==> config.mk <==
export PLATFORM = sky130hd
export DESIGN_NAME = i2c10_slave_tx
export DESIGN_NICKNAME = d
export VERILOG_FILES = /design/src/rtl/i2c10_pkg.sv /design/src/rtl/i2c10_line_mon.sv /design/src/rtl/i2c10_bit_engine.sv /design/src/rtl/i2c10_slave_tx.sv
export SDC_FILE = /design/constraint.sdc
export NUM_CORES = 1
export LEC_CHECK = 0
export ABC_AREA = 1
export BUFFER_PORTS_ARGS = -buffer_cell sky130_fd_sc_hd__buf_2
export CAP_MARGIN = 20
export CORE_MARGIN = 5
export CORE_UTILIZATION = 50
export CTS_BUF_LIST = sky130_fd_sc_hd__clkbuf_16
export CTS_CLUSTER_SIZE = 12
export DETAILED_ROUTE_END_ITERATION = 12
export PLACE_DENSITY = 0.75
export SETUP_SLACK_MARGIN = 0.5
export SYNTH_ARGS = -nofsm -noshare
export SYNTH_HDL_FRONTEND = slang
export SYNTH_HIERARCHICAL = 1
export SYNTH_SLANG_ARGS = --single-unit
==> constraint.sdc <==
create_clock -name clk -period 3 [get_ports clk]
set_clock_uncertainty 0.2 [all_clocks]
set_input_delay 0.15 -clock clk [delete_from_list [all_inputs] [get_ports clk]]
set_output_delay 0.15 -clock clk [all_outputs]
set_load 0.1 [all_outputs]
==> src/rtl/i2c10_pkg.sv <==
package i2c10_pkg;
    localparam int BYTE_W = 8;
    localparam logic [4:0] HDR_MARK = 5'b11110;

    typedef enum logic [3:0] {
        ST_IDLE, ST_HDR_W, ST_ACK_W, ST_HOLD_LO, ST_RX_LO, ST_ACK_LO,
        ST_HOLD_HI, ST_WAIT_SR, ST_HDR_R, ST_ACK_R, ST_HOLD_TX,
        ST_TX_BIT, ST_TX_ACK, ST_NACK_WAIT
    } slv_state_e;

    function automatic logic hdr_hit(input logic [BYTE_W-1:0] rx,
                                     input logic [BYTE_W-1:0] areg,
                                     input logic rw);
        return (rx[7:3] == HDR_MARK) && (rx[2:1] == areg[2:1]) && (rx[0] == rw);
    endfunction
endpackage

==> src/rtl/i2c10_line_mon.sv <==
module i2c10_line_mon #(
    parameter int SYNC_STAGES = 2
) (
    input  logic clk,
    input  logic rst_n,
    input  logic scl_i,
    input  logic sda_i,
    output logic sda_now,
    output logic scl_rise,
    output logic scl_fall,
    output logic bus_start,
    output logic bus_stop
);
    localparam int TOP = SYNC_STAGES - 1;

    logic [SYNC_STAGES-1:0] scl_ff, sda_ff;
    logic scl_old, sda_old, scl_now;

    // synchroniser chain, one flop per stage
    for (genvar g = 0; g < SYNC_STAGES; g++) begin : g_sync
        always_ff @(posedge clk or negedge rst_n) begin
            if (!rst_n) begin
                scl_ff[g] <= 1'b1;
                sda_ff[g] <= 1'b1;
            end else begin
                scl_ff[g] <= (g == 0) ? scl_i : scl_ff[(g == 0) ? 0 : g-1];
                sda_ff[g] <= (g == 0) ? sda_i : sda_ff[(g == 0) ? 0 : g-1];
            end
        end
    end

    assign scl_now = scl_ff[TOP];
    assign sda_now = sda_ff[TOP];

    always_ff @(posedge clk or negedge rst_n) begin
        if (!rst_n) begin
            scl_old <= 1'b1;
            sda_old <= 1'b1;
        end else begin
            scl_old <= scl_now;
            sda_old <= sda_now;
        end
    end

    assign scl_rise  = scl_now & ~scl_old;
    assign scl_fall  = ~scl_now & scl_old;
    assign bus_start = scl_now & scl_old & sda_old & ~sda_now;
    assign bus_stop  = scl_now & scl_old & ~sda_old & sda_now;
endmodule

==> src/rtl/i2c10_bit_engine.sv <==
module i2c10_bit_engine #(
    parameter int W    = 8,
    parameter int CNT_W = $clog2(W + 1)
) (
    input  logic             clk,
    input  logic             rst_n,
    input  logic             clr,
    input  logic             load,
    input  logic [W-1:0]     load_val,
    input  logic             shift_en,
    input  logic             shift_in,
    output logic [W-1:0]     data,
    output logic [CNT_W-1:0] cnt
);
    always_ff @(posedge clk or negedge rst_n) begin
        if (!rst_n) begin
            data <= '0;
            cnt  <= '0;
        end else if (clr) begin
            cnt  <= '0;
        end else if (load) begin
            data <= load_val;
            cnt  <= '0;
        end else if (shift_en) begin
            data <= {data[W-2:0], shift_in};
            cnt  <= cnt + 1'b1;
        end
    end
endmodule

==> src/rtl/i2c10_slave_tx.sv <==
module i2c10_slave_tx
    import i2c10_pkg::*;
#(
    parameter int               SYNC_STAGES = 2,
    parameter logic [BYTE_W-1:0] ADDR_RESET = 8'hF2
) (
    input  logic              clk,
    input  logic              rst_n,
    input  logic              scl_i,
    input  logic              sda_i,
    output logic              scl_oe,
    output logic              sda_oe,
    input  logic              addr_wr,
    input  logic [BYTE_W-1:0] addr_wdata,
    input  logic              tx_wr,
    input  logic [BYTE_W-1:0] tx_wdata,
    input  logic              buf_rd,
    input  logic              rel_set,
    input  logic              flag_clr,
    output logic              buf_full,
    output logic              irq_flag,
    output logic              upd_addr,
    output logic              clk_rel
);
    localparam int CNT_W = $clog2(BYTE_W + 1);
    localparam logic [CNT_W-1:0] LAST_RX = CNT_W'(BYTE_W);
    localparam logic [CNT_W-1:0] LAST_TX = CNT_W'(BYTE_W - 1);

    slv_state_e st, nxt;
    logic sda_s, rise, fall, start, stop;
    logic [BYTE_W-1:0] sh, areg, tx_buf;
    logic [CNT_W-1:0] cnt;
    logic addressed, tx_pend, mack;
    logic in_rx, in_ack, rx_done, tx_done, hit, load, sh_en;

    i2c10_line_mon #(.SYNC_STAGES(SYNC_STAGES)) u_mon (
        .clk(clk), .rst_n(rst_n), .scl_i(scl_i), .sda_i(sda_i),
        .sda_now(sda_s), .scl_rise(rise), .scl_fall(fall),
        .bus_start(start), .bus_stop(stop)
    );

    assign in_rx  = (st == ST_HDR_W) || (st == ST_RX_LO) || (st == ST_HDR_R);
    assign in_ack = (st == ST_ACK_W) || (st == ST_ACK_LO) || (st == ST_ACK_R);
    assign rx_done = in_rx && fall && (cnt == LAST_RX);
    assign tx_done = (st == ST_TX_BIT) && fall && (cnt == LAST_TX);
    assign load   = (st == ST_HOLD_TX) && (nxt == ST_TX_BIT);
    assign sh_en  = (in_rx && rise) || ((st == ST_TX_BIT) && fall);

    always_comb begin
        unique case (st)
            ST_HDR_W: hit = hdr_hit(sh, areg, 1'b0);
            ST_RX_LO: hit = (sh == areg);
            ST_HDR_R: hit = hdr_hit(sh, areg, 1'b1);
            default:  hit = 1'b0;
        endcase
    end

    i2c10_bit_engine #(.W(BYTE_W), .CNT_W(CNT_W)) u_bits (
        .clk(clk), .rst_n(rst_n),
        .clr(start || stop || (in_ack && fall)),
        .load(load), .load_val(tx_buf),
        .shift_en(sh_en), .shift_in((st == ST_TX_BIT) ? 1'b0 : sda_s),
        .data(sh), .cnt(cnt)
    );

    // next-state logic
    always_comb begin
        nxt = st;
        if (stop) begin
            nxt = ST_IDLE;
        end else if (start) begin
            nxt = addressed ? ST_HDR_R : ST_HDR_W;
        end else begin
            unique case (st)
                ST_IDLE, ST_WAIT_SR, ST_NACK_WAIT: nxt = st;
                ST_HDR_W:   if (rx_done) nxt = hit ? ST_ACK_W  : ST_IDLE;
                ST_ACK_W:   if (fall)    nxt = ST_HOLD_LO;
                ST_HOLD_LO: if (addr_wr) nxt = ST_RX_LO;
                ST_RX_LO:   if (rx_done) nxt = hit ? ST_ACK_LO : ST_IDLE;
                ST_ACK_LO:  if (fall)    nxt = ST_HOLD_HI;
                ST_HOLD_HI: if (addr_wr) nxt = ST_WAIT_SR;
                ST_HDR_R:   if (rx_done) nxt = hit ? ST_ACK_R  : ST_IDLE;
                ST_ACK_R:   if (fall)    nxt = ST_HOLD_TX;
                ST_HOLD_TX: if (clk_rel && tx_pend) nxt = ST_TX_BIT;
                ST_TX_BIT:  if (tx_done) nxt = ST_TX_ACK;
                ST_TX_ACK:  if (fall)    nxt = mack ? ST_HOLD_TX : ST_NACK_WAIT;
                default:    nxt = ST_IDLE;
            endcase
        end
    end

    // state register
    always_ff @(posedge clk or negedge rst_n) begin
        if (!rst_n) st <= ST_IDLE;
        else        st <= nxt;
    end

    // host-visible registers and flags
    always_ff @(posedge clk or negedge rst_n) begin
        if (!rst_n) begin
            areg      <= ADDR_RESET;
            tx_buf    <= '0;
            tx_pend   <= 1'b0;
            addressed <= 1'b0;
            mack      <= 1'b0;
            upd_addr  <= 1'b0;
            buf_full  <= 1'b0;
            irq_flag  <= 1'b0;
            clk_rel   <= 1'b1;
        end else begin
            if (addr_wr) areg <= addr_wdata;
            if (tx_wr) tx_buf <= tx_wdata;

            if (tx_wr)              tx_pend <= 1'b1;
            else if (load || stop)  tx_pend <= 1'b0;

            if (st == ST_HOLD_HI && addr_wr && !stop) addressed <= 1'b1;
            else if (nxt == ST_IDLE)                  addressed <= 1'b0;

            if (st == ST_TX_ACK && rise) mack <= ~sda_s;

            if ((st == ST_ACK_W || st == ST_ACK_LO) && fall) upd_addr <= 1'b1;
            else if (addr_wr)                                upd_addr <= 1'b0;

            if ((rx_done && hit) || tx_wr)  buf_full <= 1'b1;
            else if (buf_rd || tx_done)     buf_full <= 1'b0;

            if ((in_ack || st == ST_TX_ACK) && fall) irq_flag <= 1'b1;
            else if (flag_clr)                      irq_flag <= 1'b0;

            if (rel_set)                                   clk_rel <= 1'b1;
            else if ((st == ST_ACK_R || (st == ST_TX_ACK && mack)) && fall)
                                                           clk_rel <= 1'b0;
        end
    end

    // line drivers
    always_comb begin
        scl_oe = 1'b0;
        sda_oe = 1'b0;
        unique case (st)
            ST_ACK_W, ST_ACK_LO, ST_ACK_R: sda_oe = 1'b1;
            ST_HOLD_LO, ST_HOLD_HI:        scl_oe = 1'b1;
            ST_HOLD_TX: begin
                scl_oe = 1'b1;
                sda_oe = tx_pend & ~tx_buf[BYTE_W-1];
            end
            ST_TX_BIT:                     sda_oe = ~sh[BYTE_W-1];
            default: ;
        endcase
    end
endmodule

==> impl_metrics.py, run 1 <==
metrics = {
    "synthesis": {
        "synthDominantCellAreaShare": 0.317,
        "synth-async-reset-ratio": 1.00,
        "synth_seq_cells": 45,
        "yosysMostFrequentCell": "nand2_1",
        "ys_seq_area_frac": 0.439,
        "synth_top_cell_by_area": "dfrtp_1",
        "netlist_area_mm2": 0.00260,
        "avgSynthCellArea_um2": 7.13,
        "synthCells": 365,
        "ys.flop_type": "dfrtp_1",
        "synth_cell_type_count": 32,
        "ys_top_cells_by_area": "dfrtp_1, nand2_1, dfstp_2",
        "synth_commonest_cells": "nand2_1, inv_1, dfrtp_1",
        "yosys_warnings": 6,
        "synth_nets": 391,
        "synth-edff-count": 0,
    },
    "sta": {
        "fin_ws_ns": 0.412,
        "clock.fmax_ghz": 0.386,
        "tns_ns": 0,
        "fin_crit_sh": 0.863,
        "drv_slew": 0,
        "final-setup-viol-count": 0,
        "worst_pin_slew_ns": 0.493,
        "timing.slew.headroom": 0.674,
        "hold-worst-slack_ns": 0.0128,
        "final_hold_viol_count": 0,
        "post-route-min-period_ns": 2.59,
        "rsz0062_at_grt": "yes",
    },
    "routing": {
        "dr_wl_met3_um": 412,
        "wire_per_inst_um": 14.6,
        "num_vias": 2738,
        "topRoutingLayerUsed": "met4",
        "firstDrtPassIters": 5,
        "wl_met2_um": 3870,
        "via_per_inst": 5.28,
        "drt_iter0_drc": 228,
        "drc": 0,
        "antenna_left": 0,
        "drt-total-wl_um": 7570,
        "met1_length_um": 3080,
    },
    "clocking": {
        "clk_pin_slew_ns": 0.06,
        "cts_buffer_depth": 2,
        "clkSinkCount": 45,
        "cts_root_buffer": "clkbuf_16",
        "cts_max_level": 2,
        "cts_tree": "done",
        "clock_latency_ns": 0.28,
        "cts_inserted_buffers": 5,
    },
    "global_route": {
        "antenna_found_initial": 0,
        "grt_use_total": 0.216,
        "grt_pass1_wl_um": 11100,
        "first_global_vias": 2445,
        "grt-ovfl-total": 0,
        "grt_max_degree": 46,
    },
    "place": {
        "place_hpwl_um": 4490,
        "place.gp.congestion": 0.917,
        "port_buffers": 30,
        "post-place-ws_ns": 0.324,
        "placed_cell_area_mm2": 0.00279,
        "dp_cells": 459,
    },
    "setup_path": {
        "cp_cell_sequence": "inv_1, nand2_1, nand3_1, nor3_2, nand2_2, nand2_1, nand2_1, nand2_1, nand2_2, inv_2, nand3_4, inv_6, inv_4, a21oi_4, buf_6, nand2_2, o21ai_1",
        "crit_family": "simple AND/OR/NAND/NOR gates",
        "crit_top_cell": "nand2_1",
        "cp-end-kind": "register",
        "cp_slowest_cell": "dfstp_2",
        "path_max_fanout": 7,
        "cp-start-kind": "register",
        "worstSetupPathType": "register to register",
        "r2r-start": "areg[1]",
        "max_stage_delay_ns": 0.52,
        "critPathRequiredTime_ns": 3.01,
        "cp-startpoint": "areg[1]",
        "crit_buf_inv": 5,
        "cp.arrival_ns": 2.59,
    },
    "power_and_ir_drop": {
        "p_per_area_mw_per_mm2": 422,
        "fin_total_pwr_mw": 1.53,
        "leakage_nw": 1.87,
        "ir_drop_v": 0.000352,
    },
    "die": {
        "rows": 26,
        "fp.dieH_um": 82.1,
        "dieArea_mm2": 0.00675,
        "pin_count": 31,
        "core_area_mm2": 0.00507,
        "die_x_um": 82.1,
        "initial_core_util": 0.513,
    },
    "final_layout": {
        "final_cells": 519,
        "finish.instance_area_mm2": 0.00363,
        "drive_above_1_share": 0.285,
        "n_antenna_cell": 0,
        "final_core_util": 0.715,
        "nets": 474,
        "areaGrowthSynthToFinish_pct": 39.4,
        "fillers": 398,
    },
    "outcome": {
        "status": "finished, final reports clean",
    },
    "worst_hold_path": {
        "hp-class": "input pin to register",
        "hp-start": "buf_rd",
    },
    "job": {
        "maxCapViolations": 0,
    },
}
## cell usage in the layout (no fill, tap or decap), drive strengths merged, types with 2 or more instances in the layout
| cell type | synthesis | routed |
|---|---|---|
| a21oi | 7 | 7 |
| buf | 5 | 52 |
| clkbuf | 4 | 9 |
| clkinv | 2 | 2 |
| dfrtp | 33 | 33 |
| dfstp | 12 | 12 |
| dlygate4sd3 | 0 | 29 |
| inv | 58 | 60 |
| nand2 | 139 | 139 |
| nand3 | 28 | 28 |
| nand4 | 4 | 4 |
| nor2 | 28 | 28 |
| nor3 | 4 | 4 |
| o211ai | 2 | 2 |
| o21ai | 31 | 31 |
| xor2 | 2 | 2 |
## worst reg2reg max path, stage by stage (launching register included)
cell and delay (ns):
dfstp_2 0.52, inv_1 0.07, nand2_1 0.08, nand3_1 0.12
nor3_2 0.29, nand2_2 0.12, nand2_1 0.07, nand2_1 0.05
nand2_1 0.07, nand2_2 0.06, inv_2 0.08, nand3_4 0.09
inv_6 0.11, inv_4 0.05, a21oi_4 0.21, buf_6 0.18
nand2_2 0.05, o21ai_1 0.08
## report_power, final
| part | switching, mW | total, mW | internal [mW] |
|---|---|---|---|
| registers | 0.0556 | 0.730 | 0.674 |
| logic | 0.159 | 0.272 | 0.113 |
| clock network | 0.226 | 0.529 | 0.303 |
## kinds of logic (layout without fill, tap and decap cells)
| kind of cell | after synthesis | count (layout) | share of synthesized area |
|---|---|---|---|
| buffers and inverters | 69 | 153 | 0.114 |
| AOI/OAI and AO/OA | 43 | 43 | 0.0962 |
| xor gates and xnor gates | 2 | 2 | 0.00674 |
| DFF | 45 | 45 | 0.439 |
| and+or+nand+nor | 205 | 205 | 0.340 |
| adders and majority gates | 1 | 1 | 0.00481 |
## layer usage
metal | GRT usage | up-vias
met2 | 0.378 | 120
met5 | 0 | -
met4 | 0.0731 | 0
met1 | 0.276 | 1293
li1 | - | 1303
met3 | 0.0271 | 22
## state kept, by name, indices dropped and copies added (netlist names)
register	cells
u_mon/sda_old	1
u_mon/sda_now	1
st	4
u_bits/data	8
u_mon/sda_ff	1
u_mon/scl_old	1
irq_flag	1
u_bits/cnt	4
tx_buf	8
upd_addr	1
mack	1
u_mon/scl_ff	1
tx_pend	1
clk_rel	1
u_mon/scl_now	1
buf_full	1
addressed	1
areg	8
## final timing paths
check                      slack (ns)  depth (start not counted)        endpoint
max                              0.41                         17  u_bits/data[5]
min                              0.01                          3        buf_full
max reg2reg                      0.41                         17  u_bits/data[5]
min reg2reg                      0.16                          0   u_mon/scl_now
max in group asynchronous        2.06                          3         areg[5]
min in group asynchronous        0.03                          2       tx_buf[5]
## area by class of cell
type                       instances  area (um^2)  area share
multi-input combinational        251         1290       0.355
sequential                        45         1140       0.316
timing repair buffer              85          731       0.201
inverter                          60          236      0.0652
clock buffer                       5          125      0.0345
tap                               70         87.6      0.0241
clock inverter                     3         15.0     0.00414
## repair_timing
item                       CTS  global route
setup endpoints to repair   12            13
gates cloned                 0             3
pin swaps                    4            23
hold buffers                29             0
gates resized for setup      7            49
setup buffers                3            16
hold endpoints to repair    53             0
Power figures use the tool's default switching activity.
==> run 2, diff against run 1 <==
--- a/config.mk
+++ b/config.mk
@@ -5,7 +5,6 @@
 export SDC_FILE = /design/constraint.sdc
 export NUM_CORES = 1
 export LEC_CHECK = 0
-export ABC_AREA = 1
 export BUFFER_PORTS_ARGS = -buffer_cell sky130_fd_sc_hd__buf_2
 export CAP_MARGIN = 20
 export CORE_MARGIN = 5
@@ -13,7 +12,7 @@
 export CTS_BUF_LIST = sky130_fd_sc_hd__clkbuf_16
 export CTS_CLUSTER_SIZE = 12
 export DETAILED_ROUTE_END_ITERATION = 12
-export PLACE_DENSITY = 0.75
+export PLACE_DENSITY = 0.7
 export SETUP_SLACK_MARGIN = 0.5
 export SYNTH_ARGS = -nofsm -noshare
 export SYNTH_HDL_FRONTEND = slang
==> run 2 against run 1 <==
Net effect:
- die area is 1.5% higher
- final area down 0.59%
- power increased by 97%
- setup slack got worse by 0.21 ns
- critical path depth down 5
- fmax is 7.5% lower
- via count fell by 16%
==> impl_metrics.py, run 2 <==
metrics = {
    "synthesis": {
        "yosysMostFrequentCell": "dfrtp_1",
        "synth_compound_area_frac": 0.163,
        "synth_commonest_cells": "dfrtp_1, nor3_1, mux2_2",
        "yosys_warnings": 6,
        "synth_cell_type_count": 64,
        "ys_top_cells_by_area": "dfrtp_1, dfstp_2, mux2_2",
        "synthDominantCellAreaShare": 0.312,
        "synth_top_family_by_area": "simple AND/OR/NAND/NOR gates",
        "synthSimpleGateAreaFrac": 0.216,
        "synth-xor-area-share": 0.0468,
        "muxShareOfSynthArea": 0.0757,
        "ys_seq_area_frac": 0.431,
        "avgSynthCellArea_um2": 10.8,
        "netlist_area_mm2": 0.00265,
        "synth_top_cell_by_area": "dfrtp_1",
        "synthCells": 246,
        "yosys.area_share.adder": 0.00473,
        "ys.flop_type": "dfrtp_1",
        "synth_nets": 272,
        "synth_seq_cells": 45,
        "synth-edff-count": 0,
        "synth-async-reset-ratio": 1.00,
    },
    "setup_path": {
        "cp.arrival_ns": 2.81,
        "cp_slowest_cell": "dfstp_2",
        "worstReg2RegEnd": "u_bits/data[5]",
        "critPathRequiredTime_ns": 3.01,
        "r2r_slack_ns": 0.20,
        "path_max_fanout": 7,
        "cp_cell_sequence": "xnor2_1, nand3_1, o41ai_4, buf_4, nand4_1, a21oi_2, nand4_1, nor2_2, buf_6, or2_4, a21oi_2, nor3_2",
        "worstSetupPathType": "register to register",
        "reg2reg_depth": 12,
        "cp-start-kind": "register",
        "max_stage_delay_ns": 0.54,
        "r2r-start": "areg[5]",
        "cp-end-kind": "register",
    },
    "die": {
        "initial_core_util": 0.518,
        "rows": 26,
        "core_area_mm2": 0.00511,
        "pin_count": 31,
        "fp.dieH_um": 82.7,
        "die_x_um": 82.7,
        "dieArea_mm2": 0.00684,
    },
    "final_layout": {
        "nets": 347,
        "final_common_cell": "buf_2",
        "final_cells": 392,
        "drive_above_1_share": 0.481,
        "fillers": 362,
        "areaGrowthSynthToFinish_pct": 36.3,
        "multi_input_area_mm2": 0.00152,
        "n_antenna_cell": 0,
        "layout_common_cells": "buf_2, dfrtp_1, buf_4",
        "register_area_mm2": 0.00115,
        "largestRegisters": "areg: 8 flops, tx_buf: 8 flops, u_bits/data: 8 flops",
    },
    "clocking": {
        "cts_inserted_buffers": 5,
        "cts_buffer_depth": 2,
        "cts_root_buffer": "clkbuf_16",
        "cts_tree": "done",
        "clkSinkCount": 45,
        "cts_max_level": 2,
        "clk_pin_slew_ns": 0.07,
        "clock_latency_ns": 0.29,
    },
    "global_route": {
        "met3_usage": 0.0380,
        "met1_usage": 0.281,
        "grt_use_total": 0.214,
        "grt_use_met2": 0.355,
        "grt_pass1_wl_um": 11000,
        "antenna_found_initial": 0,
        "grt_max_degree": 46,
        "busiest_layer": "met2",
        "grt-ovfl-total": 0,
        "first_global_vias": 2227,
    },
    "power_and_ir_drop": {
        "leakage_nw": 1.51,
        "switching_share": 0.424,
        "p_comb_frac": 0.469,
        "ir_drop_v": 0.000456,
        "p_seq_frac": 0.319,
        "p_per_area_mw_per_mm2": 838,
        "switching_power_mw": 1.28,
        "clock_power_share": 0.211,
        "p_int_mw": 1.74,
    },
    "sta": {
        "tns_ns": 0,
        "clock.fmax_ghz": 0.358,
        "drv_slew": 0,
        "timing.slew.headroom": 0.572,
        "post-route-min-period_ns": 2.80,
        "worst_pin_slew_ns": 0.636,
        "rsz0062_at_grt": "yes",
        "final-setup-viol-count": 0,
        "final_hold_viol_count": 0,
        "fin_crit_sh": 0.932,
    },
    "worst_hold_path": {
        "hp-class": "input pin to register",
        "hold_path_end": "tx_pend",
        "hp-start": "tx_wr",
        "min_path_cells": 2,
    },
    "place": {
        "place.gp.congestion": 0.952,
        "port_buffers": 30,
        "dp_cells": 348,
        "place_hpwl_um": 4360,
    },
    "routing": {
        "firstDrtPassIters": 4,
        "drc": 0,
        "wire_per_inst_um": 17.9,
        "antenna_left": 0,
        "drt_iter0_drc": 364,
        "num_vias": 2311,
        "drt-total-wl_um": 7030,
        "via_per_inst": 5.90,
    },
    "outcome": {
        "status": "finished, final reports clean",
    },
    "job": {
        "maxCapViolations": 0,
    },
}
run 2: layout make-up:
cell class	instances	area share
multi-input cells	176	0.421
flip-flops and latches	45	0.318
repair buffers	82	0.179
clock buffers	5	0.0347
well taps	70	0.0243
clock inverters	3	0.0121
inverters	11	0.0115
run 2: routing by layer:
layer / wire [um] / part of all wire / vias to the layer above
met5: 0 / 0 / -
met4: 197 / 0.028 / 0
met3: 457 / 0.065 / 25
met2: 3380 / 0.48 / 105
met1: 2990 / 0.43 / 1120
li1: - / - / 1061
run 2: cells by family (layout without fill, tap and decap cells):
family | count (synthesis) | after routing
DFF | 45 | 45
and+or+nand+nor | 91 | 91
AOI/OAI and AO/OA | 54 | 54
adders and majority gates | 1 | 1
muxes | 18 | 18
buffers and inverters | 25 | 101
xor gates and xnor gates | 12 | 12
run 2: worst max-delay path by stage:
stage | slack, ns | to | startpoint
finish | 0.20 | u_bits/data[5] | areg[5]
global route | 0.13 | u_bits/data[0] | areg[5]
CTS | 0.22 | u_bits/data[5] | u_mon/scl_old
detailed placement | 0.12 | u_bits/data[6] | u_mon/scl_old
global placement | 0.19 | u_bits/data[5] | u_mon/scl_old
floorplan | 0.32 | u_bits/data[5] | u_mon/scl_old
run 2: power by group through the flow:
stage | Clock (mW) | Sequential [mW] | Combinational (mW)
6_report | 0.639 | 0.965 | 1.42
5_1_grt | 0.665 | 0.986 | 1.50
4_1_cts | 0.648 | 0.952 | 1.32
3_5_place_dp | 0 | 0.955 | 1.23
3_3_place_gp | 0 | 0.955 | 1.22
2_1_floorplan | 0 | 0.955 | 0.938
run 2: worst max-delay path: cells and delay by family (launching register included):
kind,cells,cell delay (ns)
flip-flops,1,0.54
AND/OR/NAND/NOR,6,0.84
XOR/XNOR,1,0.11
AO/OA/AOI/OAI,3,0.68
buffers and inverters,2,0.35
run 2: timing repair:
action,CTS,global route
pin swaps,17,19
hold buffers,22,0
gates cloned,0,1
endpoints found under the hold margin,54,0
setup buffers,8,4
gates resized for setup,11,10
endpoints found under the setup margin,13,14
run 2: stage by stage:
stage / hold WS (ns) / cell area [um^2] / power [mW] / worst slack, ns / util
4_1_cts: 0.107 / 3470 / 2.93 / 0.217 / 0.680
3_5_place_dp: 0.0570 / 2980 / 2.19 / 0.116 / 0.583
2_1_floorplan: -0.346 / 2740 / 1.89 / 0.323 / -
6_report: 0.113 / 3610 / 3.02 / 0.203 / 0.706
3_3_place_gp: 0.0545 / 2980 / 2.18 / 0.193 / 0.583
5_1_grt: 0.116 / 3610 / 3.15 / 0.130 / 0.706
==> run 3, diff against run 2 <==
--- a/config.mk
+++ b/config.mk
@@ -8,11 +8,11 @@
 export BUFFER_PORTS_ARGS = -buffer_cell sky130_fd_sc_hd__buf_2
 export CAP_MARGIN = 20
 export CORE_MARGIN = 5
-export CORE_UTILIZATION = 50
+export CORE_UTILIZATION = 58
 export CTS_BUF_LIST = sky130_fd_sc_hd__clkbuf_16
 export CTS_CLUSTER_SIZE = 12
 export DETAILED_ROUTE_END_ITERATION = 12
-export PLACE_DENSITY = 0.7
+export PLACE_DENSITY = 0.79
 export SETUP_SLACK_MARGIN = 0.5
 export SYNTH_ARGS = -nofsm -noshare
 export SYNTH_HDL_FRONTEND = slang
==> run 3 against run 2 <==
Net effect:
- sequential power about the same
- critical path type unchanged
- flip-flop and latch count unchanged
- via count increased by 4.5%
- die area decreased by 12%
- clock power decreased by 16%
- first-iteration DRC count decreased by 3.0%
==> impl_metrics.py, run 3 (synthesized netlist as in run 2, its figures left out) <==
metrics = {
    "sta": {
        "timing.slew.headroom": 0.651,
        "clock.fmax_ghz": 0.342,
        "post-route-min-period_ns": 2.92,
        "final-setup-viol-count": 0,
        "drv_slew": 0,
        "fin_ws_ns": 0.0765,
        "final_hold_viol_count": 0,
        "fin_crit_sh": 0.975,
        "hold-worst-slack_ns": 0.00146,
        "worst_pin_slew_ns": 0.520,
        "tns_ns": 0,
        "rsz0062_at_grt": "yes",
    },
    "power_and_ir_drop": {
        "p_per_area_mw_per_mm2": 839,
        "fin_total_pwr_mw": 3.11,
        "leakage_nw": 1.53,
        "ir_drop_v": 0.000494,
    },
    "place": {
        "placed_cell_area_mm2": 0.00296,
        "dp_cells": 331,
        "post-place-ws_ns": 0.129,
        "port_buffers": 30,
        "place.gp.congestion": 0.906,
        "place_hpwl_um": 4420,
    },
    "setup_path": {
        "worstReg2RegEnd": "u_bits/data[2]",
        "critPathRequiredTime_ns": 2.96,
        "cp_cell_sequence": "nor2b_4, or3b_4, o21ai_2, a21oi_1, nor4_1, o21ai_1, nand2_2, nor2_2, buf_6, buf_12, nor3_2, nor3_2",
        "max_stage_delay_ns": 0.54,
        "cp_slowest_cell": "dfstp_2",
        "cp-startpoint": "u_mon/scl_old",
        "cp-start-kind": "register",
        "r2r-start": "u_mon/scl_old",
        "cp.arrival_ns": 2.88,
        "worstSetupPathType": "register to register",
        "r2r_slack_ns": 0.08,
        "path_max_fanout": 6,
        "reg2reg_depth": 12,
        "cp-endpoint": "u_bits/data[2]",
        "crit_top_cell": "nor3_2",
        "cp-end-kind": "register",
    },
    "clocking": {
        "clkSinkCount": 45,
        "cts_inserted_buffers": 5,
        "cts_root_buffer": "clkbuf_16",
        "clk_pin_slew_ns": 0.06,
        "cts_buffer_depth": 2,
        "cts_tree": "done",
        "cts_max_level": 2,
        "clock_latency_ns": 0.28,
    },
    "die": {
        "core_area_mm2": 0.00438,
        "die_x_um": 77.5,
        "initial_core_util": 0.603,
        "dieArea_mm2": 0.00601,
        "rows": 24,
        "pin_count": 31,
        "fp.dieH_um": 77.5,
    },
    "final_layout": {
        "final_core_util": 0.846,
        "layout_common_cells": "buf_2, buf_4, dfrtp_1",
        "nets": 353,
        "areaGrowthSynthToFinish_pct": 40.2,
        "n_antenna_cell": 0,
        "finish.instance_area_mm2": 0.00371,
        "final_cells": 380,
        "largestRegisters": "areg: 8 flops, tx_buf: 8 flops, u_bits/data: 8 flops",
        "drive_above_1_share": 0.518,
        "fillers": 234,
    },
    "outcome": {
        "status": "finished, final reports clean",
    },
    "global_route": {
        "grt-ovfl-total": 0,
        "antenna_found_initial": 0,
        "grt_max_degree": 46,
        "grt_use_total": 0.251,
        "first_global_vias": 2430,
        "grt_pass1_wl_um": 12200,
    },
    "routing": {
        "drc": 0,
        "num_vias": 2415,
        "wire_per_inst_um": 21.4,
        "via_per_inst": 6.36,
        "drt-total-wl_um": 8140,
        "firstDrtPassIters": 4,
        "antenna_left": 0,
        "drt_iter0_drc": 353,
    },
    "job": {
        "maxCapViolations": 0,
    },
    "worst_hold_path": {
        "hp-class": "input pin to async pin",
    },
}
==> run 3: metal layers <==
| layer | vias up | global-route usage | routed length, um |
|---|---|---|---|
| li1 | 1069 | - | - |
| met1 | 1209 | 0.334 | 3310 |
| met2 | 113 | 0.415 | 4180 |
| met3 | 24 | 0.0463 | 473 |
| met4 | 0 | 0.0825 | 173 |
| met5 | - | 0 | 0 |
==> run 3: where the power goes <==
| part | switching, mW | total, mW | internal [mW] |
|---|---|---|---|
| Combinational | 0.904 | 1.57 | 0.666 |
| Sequential | 0.244 | 1.00 | 0.759 |
| Clock | 0.232 | 0.537 | 0.306 |
==> run 3: cell type report <==
cell class,count,area (um^2),share of cell area
clock inverter,3,17.5,0.00472
tap,52,65.1,0.0175
inverter,11,45.0,0.0121
timing repair buffer,88,714,0.193
sequential,45,1150,0.310
multi-input combinational,176,1590,0.429
clock buffer,5,125,0.0337
==> run 3: what timing repair did <==
item,4_1_cts,5_1_grt
gates resized for setup,18,19
gates cloned,1,0
hold buffers,22,0
hold endpoints to repair,54,0
setup buffers,11,6
setup endpoints to repair,13,14
pin swaps,18,20
==> run 3: worst min path at each step <==
stage	startpoint	end	slack [ns]	cells past startpoint
after floorplan	rst_n	addressed	-0.35	0
after detailed placement	scl_i	u_mon/scl_ff[0]	0.06	1
after global placement	scl_i	u_mon/scl_ff[0]	0.05	1
after CTS	tx_wr	tx_pend	0.10	2
after global routing	rst_n	tx_buf[4]	0.03	2
final	rst_n	tx_buf[6]	0.001	2
==> run 3: worst max-delay path: cells and delay by family, from the launching register on <==
family | cells | cell delay, ns
compound gates | 3 | 0.41
buf+inv | 2 | 0.28
flops | 1 | 0.54
simple gates | 7 | 1.36
